--- src/rtl/rnmi_pkg.sv ---
package rnmi_pkg;

    typedef enum logic [1:0] {
        PRIV_U    = 2'd0,
        PRIV_S    = 2'd1,
        PRIV_RSVD = 2'd2,
        PRIV_M    = 2'd3
    } priv_e;

    localparam logic [11:0] ADDR_SCRATCH = 12'h740;
    localparam logic [11:0] ADDR_EPC     = 12'h741;
    localparam logic [11:0] ADDR_CAUSE   = 12'h742;
    localparam logic [11:0] ADDR_STATUS  = 12'h744;

    localparam int BIT_ENABLE   = 3;
    localparam int BIT_PVIRT    = 7;
    localparam int BIT_PPRIV_LO = 11;
    localparam int BIT_PPRIV_HI = 12;

    localparam logic [31:0] RETURN_OPCODE = 32'h7020_0073;

    typedef struct packed {
        logic  enable;
        logic  prev_virt;
        priv_e prev_priv;
    } nmi_status_t;

    // Map a requested privilege onto one the core implements.
    function automatic priv_e legal_priv(input logic [1:0] req,
                                         input bit has_s, input bit has_u);
        if (!has_u) return PRIV_M;
        case (req)
            2'd3:    return PRIV_M;
            2'd1:    return has_s ? PRIV_S : PRIV_U;
            default: return PRIV_U;
        endcase
    endfunction

endpackage

--- src/rtl/rnmi_ret_decode.sv ---
module rnmi_ret_decode
    import rnmi_pkg::*;
(
    input  logic        instr_valid,
    input  logic [31:0] instr,
    input  logic [1:0]  cur_priv,
    output logic        ret_seen,
    output logic        ret_illegal
);
    logic opcode_match;

    always_comb begin
        opcode_match = instr_valid && (instr == RETURN_OPCODE);
        ret_seen     = opcode_match && (priv_e'(cur_priv) == PRIV_M);
        ret_illegal  = opcode_match && (priv_e'(cur_priv) != PRIV_M);
    end
endmodule

--- src/rtl/rnmi_state.sv ---
module rnmi_state
    import rnmi_pkg::*;
#(
    parameter int XLEN      = 32,
    parameter bit HAS_SMODE = 1'b1,
    parameter bit HAS_UMODE = 1'b1
) (
    input  logic            clk,
    input  logic            rst,
    input  logic            csr_we,
    input  logic [11:0]     csr_addr,
    input  logic [XLEN-1:0] csr_wdata,
    input  logic            hyp_en,
    input  logic            take_entry,
    input  logic            take_ret,
    input  logic [XLEN-1:0] cur_pc,
    input  logic [1:0]      cur_priv,
    input  logic            cur_virt,
    output logic [XLEN-1:0] scratch_q,
    output logic [XLEN-1:0] epc_q,
    output nmi_status_t     status_q,
    output logic [XLEN-1:0] csr_rdata,
    output logic            csr_hit
);
    localparam logic [XLEN-1:0] CAUSE_VALUE = {1'b1, {(XLEN-1){1'b0}}};
    localparam logic [XLEN-1:0] EVEN_MASK   = ~{{(XLEN-1){1'b0}}, 1'b1};

    logic wr_ok;
    assign wr_ok = csr_we && !take_entry && !take_ret;

    always_ff @(posedge clk) begin
        if (rst) begin
            scratch_q <= '0;
            epc_q     <= '0;
            status_q  <= '{enable: 1'b0, prev_virt: 1'b0, prev_priv: PRIV_U};
        end else begin
            if (take_entry) begin
                epc_q              <= cur_pc & EVEN_MASK;
                status_q.prev_priv <= legal_priv(cur_priv, HAS_SMODE, HAS_UMODE);
                status_q.prev_virt <= cur_virt & hyp_en;
                status_q.enable    <= 1'b0;
            end else if (take_ret) begin
                status_q.enable <= 1'b1;
            end else if (wr_ok) begin
                case (csr_addr)
                    ADDR_SCRATCH: scratch_q <= csr_wdata;
                    ADDR_EPC:     epc_q     <= csr_wdata & EVEN_MASK;
                    ADDR_STATUS: begin
                        status_q.enable    <= status_q.enable | csr_wdata[BIT_ENABLE];
                        status_q.prev_priv <= legal_priv(csr_wdata[BIT_PPRIV_HI:BIT_PPRIV_LO],
                                                         HAS_SMODE, HAS_UMODE);
                        if (hyp_en) status_q.prev_virt <= csr_wdata[BIT_PVIRT];
                    end
                    default: ;
                endcase
            end
            if (!hyp_en) status_q.prev_virt <= 1'b0;
        end
    end

    always_comb begin
        csr_hit   = 1'b1;
        csr_rdata = '0;
        case (csr_addr)
            ADDR_SCRATCH: csr_rdata = scratch_q;
            ADDR_EPC:     csr_rdata = epc_q;
            ADDR_CAUSE:   csr_rdata = CAUSE_VALUE;
            ADDR_STATUS: begin
                csr_rdata[BIT_ENABLE]                = status_q.enable;
                csr_rdata[BIT_PVIRT]                 = status_q.prev_virt;
                csr_rdata[BIT_PPRIV_HI:BIT_PPRIV_LO] = status_q.prev_priv;
            end
            default:      csr_hit = 1'b0;
        endcase
    end


    nmie_sticky_chk: assert property (@(posedge clk) disable iff (rst)
        (status_q.enable && !take_entry) |=> status_q.enable);


    entry_clears_chk: assert property (@(posedge clk) disable iff (rst)
        take_entry |=> !status_q.enable);


    ret_sets_chk: assert property (@(posedge clk) disable iff (rst)
        take_ret |=> status_q.enable);


    mnpp_legal_chk: assert property (@(posedge clk) disable iff (rst)
        status_q.prev_priv != PRIV_RSVD);


    mnpv_hyp_chk: assert property (@(posedge clk) disable iff (rst)
        !hyp_en |=> !status_q.prev_virt);


    epc_even_chk: assert property (@(posedge clk) disable iff (rst)
        !epc_q[0]);
endmodule

--- src/rtl/rnmi_redirect.sv ---
module rnmi_redirect
    import rnmi_pkg::*;
#(
    parameter int              XLEN            = 32,
    parameter logic [XLEN-1:0] NMI_VECTOR      = 'h100,
    parameter logic [XLEN-1:0] RNMI_EXC_VECTOR = 'h200
) (
    input  logic            take_entry,
    input  logic            trap_taken,
    input  logic            take_ret,
    input  logic            nmie,
    input  logic [XLEN-1:0] mtvec_target,
    input  logic [XLEN-1:0] epc,
    input  priv_e           saved_priv,
    input  logic            saved_virt,
    output logic            redirect_valid,
    output logic [XLEN-1:0] redirect_pc,
    output logic [1:0]      new_priv,
    output logic            new_virt,
    output logic            clr_mprv
);
    always_comb begin
        redirect_valid = 1'b0;
        redirect_pc    = '0;
        new_priv       = PRIV_M;
        new_virt       = 1'b0;
        clr_mprv       = 1'b0;
        if (take_entry) begin
            redirect_valid = 1'b1;
            redirect_pc    = NMI_VECTOR;
        end else if (trap_taken) begin
            redirect_valid = 1'b1;
            redirect_pc    = nmie ? mtvec_target : RNMI_EXC_VECTOR;
        end else if (take_ret) begin
            redirect_valid = 1'b1;
            redirect_pc    = epc;
            new_priv       = saved_priv;
            new_virt       = saved_virt;
            clr_mprv       = (saved_priv != PRIV_M);
        end
    end
endmodule

--- src/rtl/rnmi_ctrl.sv ---
module rnmi_ctrl
    import rnmi_pkg::*;
#(
    parameter int              XLEN            = 32,
    parameter logic [XLEN-1:0] NMI_VECTOR      = 'h100,
    parameter logic [XLEN-1:0] RNMI_EXC_VECTOR = 'h200,
    parameter bit              HAS_SMODE       = 1'b1,
    parameter bit              HAS_UMODE       = 1'b1
) (
    input  logic            clk,
    input  logic            rst,
    input  logic            csr_we,
    input  logic [11:0]     csr_addr,
    input  logic [XLEN-1:0] csr_wdata,
    output logic [XLEN-1:0] csr_rdata,
    output logic            csr_hit,
    input  logic            nmi_req,
    input  logic [XLEN-1:0] cur_pc,
    input  logic [1:0]      cur_priv,
    input  logic            cur_virt,
    input  logic            hyp_en,
    input  logic            instr_valid,
    input  logic [31:0]     instr,
    input  logic            trap_taken,
    input  logic [XLEN-1:0] mtvec_target,
    output logic            redirect_valid,
    output logic [XLEN-1:0] redirect_pc,
    output logic [1:0]      new_priv,
    output logic            new_virt,
    output logic            clr_mprv,
    output logic            illegal_instr,
    output logic            irq_enable,
    output logic            mprv_enable
);
    logic            ret_seen;
    logic            ret_illegal;
    logic            take_entry;
    logic            take_ret;
    logic [XLEN-1:0] scratch_q;
    logic [XLEN-1:0] epc_q;
    nmi_status_t     status_q;

    rnmi_ret_decode u_decode (
        .instr_valid (instr_valid),
        .instr       (instr),
        .cur_priv    (cur_priv),
        .ret_seen    (ret_seen),
        .ret_illegal (ret_illegal)
    );

    assign take_entry    = nmi_req && status_q.enable;
    assign take_ret      = ret_seen && !take_entry && !trap_taken;
    assign illegal_instr = ret_illegal && !take_entry && !trap_taken;
    assign irq_enable    = status_q.enable;
    assign mprv_enable   = status_q.enable;

    rnmi_state #(
        .XLEN      (XLEN),
        .HAS_SMODE (HAS_SMODE),
        .HAS_UMODE (HAS_UMODE)
    ) u_state (
        .clk        (clk),
        .rst        (rst),
        .csr_we     (csr_we),
        .csr_addr   (csr_addr),
        .csr_wdata  (csr_wdata),
        .hyp_en     (hyp_en),
        .take_entry (take_entry),
        .take_ret   (take_ret),
        .cur_pc     (cur_pc),
        .cur_priv   (cur_priv),
        .cur_virt   (cur_virt),
        .scratch_q  (scratch_q),
        .epc_q      (epc_q),
        .status_q   (status_q),
        .csr_rdata  (csr_rdata),
        .csr_hit    (csr_hit)
    );

    rnmi_redirect #(
        .XLEN            (XLEN),
        .NMI_VECTOR      (NMI_VECTOR),
        .RNMI_EXC_VECTOR (RNMI_EXC_VECTOR)
    ) u_redirect (
        .take_entry     (take_entry),
        .trap_taken     (trap_taken),
        .take_ret       (take_ret),
        .nmie           (status_q.enable),
        .mtvec_target   (mtvec_target),
        .epc            (epc_q),
        .saved_priv     (status_q.prev_priv),
        .saved_virt     (status_q.prev_virt),
        .redirect_valid (redirect_valid),
        .redirect_pc    (redirect_pc),
        .new_priv       (new_priv),
        .new_virt       (new_virt),
        .clr_mprv       (clr_mprv)
    );


    illegal_quiet_chk: assert property (@(posedge clk) disable iff (rst)
        (illegal_instr && !nmi_req && !trap_taken) |-> !redirect_valid);


    illegal_keeps_state_chk: assert property (@(posedge clk) disable iff (rst)
        (illegal_instr && !csr_we) |=> ($stable(status_q) && $stable(epc_q)));


    clr_mprv_chk: assert property (@(posedge clk) disable iff (rst)
        clr_mprv |-> (redirect_valid && new_priv != 2'd3));


    trap_target_chk: assert property (@(posedge clk) disable iff (rst)
        (trap_taken && !nmi_req && !irq_enable) |-> (redirect_pc == RNMI_EXC_VECTOR));
endmodule

--- config.mk ---
export PLATFORM = sky130hd
export DESIGN_NAME = rnmi_ctrl
export DESIGN_NICKNAME = d
export VERILOG_FILES = /design/src/rtl/rnmi_pkg.sv /design/src/rtl/rnmi_ret_decode.sv /design/src/rtl/rnmi_state.sv /design/src/rtl/rnmi_redirect.sv /design/src/rtl/rnmi_ctrl.sv
export SDC_FILE = /design/constraint.sdc
export NUM_CORES = 1
export LEC_CHECK = 0
export ABC_AREA = 1
export BUFFER_PORTS_ARGS = -buffer_cell sky130_fd_sc_hd__buf_2
export CORE_MARGIN = 2
export CORE_UTILIZATION = 40
export CTS_BUF_LIST = sky130_fd_sc_hd__clkbuf_4 sky130_fd_sc_hd__clkbuf_8 sky130_fd_sc_hd__clkbuf_16
export DETAILED_ROUTE_END_ITERATION = 12
export PLACE_DENSITY_LB_ADDON = 0.05
export SYNTH_ARGS = -nofsm -noshare
export SYNTH_HDL_FRONTEND = slang
export SYNTH_SLANG_ARGS = --single-unit
--- constraint.sdc ---
create_clock -name clk -period 1.81 [get_ports clk]
set_input_delay 0 -clock clk [delete_from_list [all_inputs] [get_ports clk]]
set_output_delay 0 -clock clk [all_outputs]
set_load 0.005 [all_outputs]
==> flow_summary.yaml <==
floorplan:
  die_w_um: 110
  start_util: 0.411
  io_pins: 223
  fp.dieH_um: 110
  die_area_sq_um: 12000
  rows: 38
  core-area_sq_um: 10900
clocking:
  clk_latency_ns: 0.35
  cts.sinks: 67
  cts_tree: "yes"
  clockRootBuffer: "clkbuf_8"
  htreeDepth: 3
  cts_buffers: 9
  clockBufferDepth: 2
  path_clk_slew_ns: 0.08
timing:
  timing.hold.ws_ns: 0.00617
  skew_ns: 0.0137
  tightest_slew_ns: 0.438
  setup_violations: 0
  period_share: 0.954
  report.final.slew_viol_count: 0
  fin_crit_ns: 1.73
  relSlewSlack: 0.706
  fmax_mhz: 579
  setup_ws_ns: 0.0832
  setup-tns-final_ns: 0
  hold_viol_final: 0
layout:
  fillers: 1125
  regArea_sq_um: 1340
  area_growth_pct: 51.3
  fin_nets: 1206
  layout-drive-gt1-share: 0.261
  layout.cells.non_filler: 1201
  fin_area_sq_um: 6770
  multi_input_area_sq_um: 2590
  diodes: 0
pwr:
  internal-power_w: 0.00254
  sequentialPowerShare: 0.437
  vdd_drop_max_v: 0.000320
  clockPowerShare: 0.433
  switchingPower_w: 0.000824
  powerDensity_nw_per_um2: 498
  swShare: 0.245
  power.leakage_nw: 3.46
  p_comb_frac: 0.129
worst_setup_path:
  cp-start-kind: "flip-flop"
  worst_ep_required_time_ns: 1.81
  max_stage_delay_ns: 0.34
  crit_type: "flip-flop to primary output"
  worstPathMaxFanout: 11
  crit_chain: "nand2_4 > inv_4 > nor2_4 > nand4_4 > inv_4 > clkbuf_16 > nand2_1 > a21oi_1 > buf_2"
  cp_slowest_cell: "dfxtp_1"
  critPathArrivalTime_ns: 1.73
  crit_top_cell: "inv_4"
  cp-end-kind: "primary output"
yosys:
  synth_area_leader_cell: "dfxtp_1"
  yosys-top-cells-area: "dfxtp_1, nand2_1, nor2_1"
  syn_inst: 784
  synth_area_sq_um: 4470
  yosys.area_share.adder: 0
  yosysWarnings: 0
  synth_compound_area_frac: 0.139
  synthArstFlopShare: 0
  post-synth-top-count-cell: "nand2_1"
  synth_edf_count: 0
  synth_xor_xnor_area_share: 0
  syn_area_per_cell_sq_um: 5.70
  yosys.area_share.simple: 0.434
  ys_ff_latch: 67
  synth_top_area_frac: 0.300
  muxShareOfSynthArea: 0
  ys.flop_type: "dfxtp_1"
  synth_nets: 934
  yosysUniqueCellTypes: 29
  synthTopCellsByCount: "nand2_1, nor2_1, inv_1, dfxtp_1, a21oi_1"
  synth_top_family_by_area: "simple AND/OR/NAND/NOR gates"
  ys_seq_area_frac: 0.300
detailed_routing:
  routed_wl_um: 16700
  ant_nets: 0
  dr.pass1.iters: 8
  routed_via_density: 4.82
  vias: 5793
  drt-initial-drc-count: 328
  drcViolationCount: 0
  routedWlPerCell_um: 13.9
place:
  place_ws_ns: 0.182
  place_area_sq_um: 5750
  globalplace.congestion: 0.870
  dp_hpwl_um: 10600
  io_buffers: 221
  place_inst: 1115
global_routing:
  grt_pass1_wl_um: 24400
  grt_usage: 0.257
  antenna_found_initial: 0
  gr-total-overflow: 0
  grt_start_max_net_pins: 84
  grt_pass1_vias: 5058
job:
  cap_violations: 0
hold_path:
  min_path_type: "input port to flip-flop"
run_status:
  status: "finished, final reports clean"
-- metal layers --
metal / vias up / wire [um] / part of all wire / global-route usage
li1: 3018 / - / - / -
met4: 0 / 241 / 0.014 / 0.0723
met5: - / 0 / 0 / 0
met1: 2551 / 7430 / 0.44 / 0.340
met3: 19 / 1100 / 0.066 / 0.0320
met2: 205 / 7930 / 0.47 / 0.440
-- kinds of logic after synthesis --
family | after synthesis
AOI/OAI and AO/OA | 116
buffers and inverters | 136
DFF | 67
and+or+nand+nor | 465
-- flip-flops by register name, indices dropped and copies added (netlist names) --
signal	count
u_state.scratch_q	32
u_state.epc_q	31
u_state.status_q	4
-- final timing paths --
path,endpoint,start,depth (start not counted),slack [ns]
worst max register to register,u_state.epc_q[18],u_state.status_q[3],8,0.10
worst max-delay path,redirect_pc[29],u_state.status_q[3],9,0.08
worst min register to register,u_state.scratch_q[27],u_state.scratch_q[27],2,0.49
worst min-delay path,u_state.scratch_q[7],csr_wdata[7],5,0.006
-- layout by cell type (no fill, tap or decap), types with 16 or more instances in the layout --
cell type and count:
dlygate4sd3_1 63, o21ai_0 34, dfxtp_1 67, a21oi_1 61, nand3_1 46, buf_2 221
nand3b_1 16, nand2_1 249, inv_1 80, buf_4 16, nor2_1 131
-- critical path, delay by kind of cell (launching register included) --
| kind | cells | cell delay (ns) |
|---|---|---|
| AOI/OAI and AO/OA | 1 | 0.12 |
| buffers and inverters | 4 | 0.52 |
| DFF | 1 | 0.34 |
| and+or+nand+nor | 4 | 0.41 |
-- power by group through the flow --
stage	Clock, W	Combinational [W]	Sequential (W)
6_report	0.00146	0.000436	0.00147
5_1_grt	0.00154	0.000484	0.00147
4_1_cts	0.00147	0.000429	0.00147
3_5_place_dp	0	0.000322	0.00151
3_3_place_gp	0	0.000322	0.00151
2_1_floorplan	0	0.000119	0.00151
-- through the flow --
step                utilization  power (W)
global route              0.621    0.00350
detailed placement        0.528    0.00183
floorplan                     -    0.00163
global placement          0.528    0.00183
finish                    0.621    0.00337
CTS                       0.608    0.00337
-- repair_timing --
action | in CTS | in global routing
hold buffers | 63 | 0
endpoints found under the setup margin | 34 | 40
buffers inserted | 1 | 3
cloned | 0 | 3
resized for setup | 2 | 9
endpoints found under the hold margin | 53 | 0
pin swaps | 1 | 1
-- layout make-up --
| type | count | area share |
|---|---|---|
| Sequential cell | 67 | 0.198 |
| Clock inverter | 6 | 0.0129 |
| Inverter | 85 | 0.0479 |
| Multi-Input combinational cell | 581 | 0.383 |
| Tap cell | 140 | 0.0259 |
| Timing Repair Buffer | 312 | 0.312 |
| Clock buffer | 10 | 0.0203 |
Note: power is estimated with default switching activity, not from simulation.
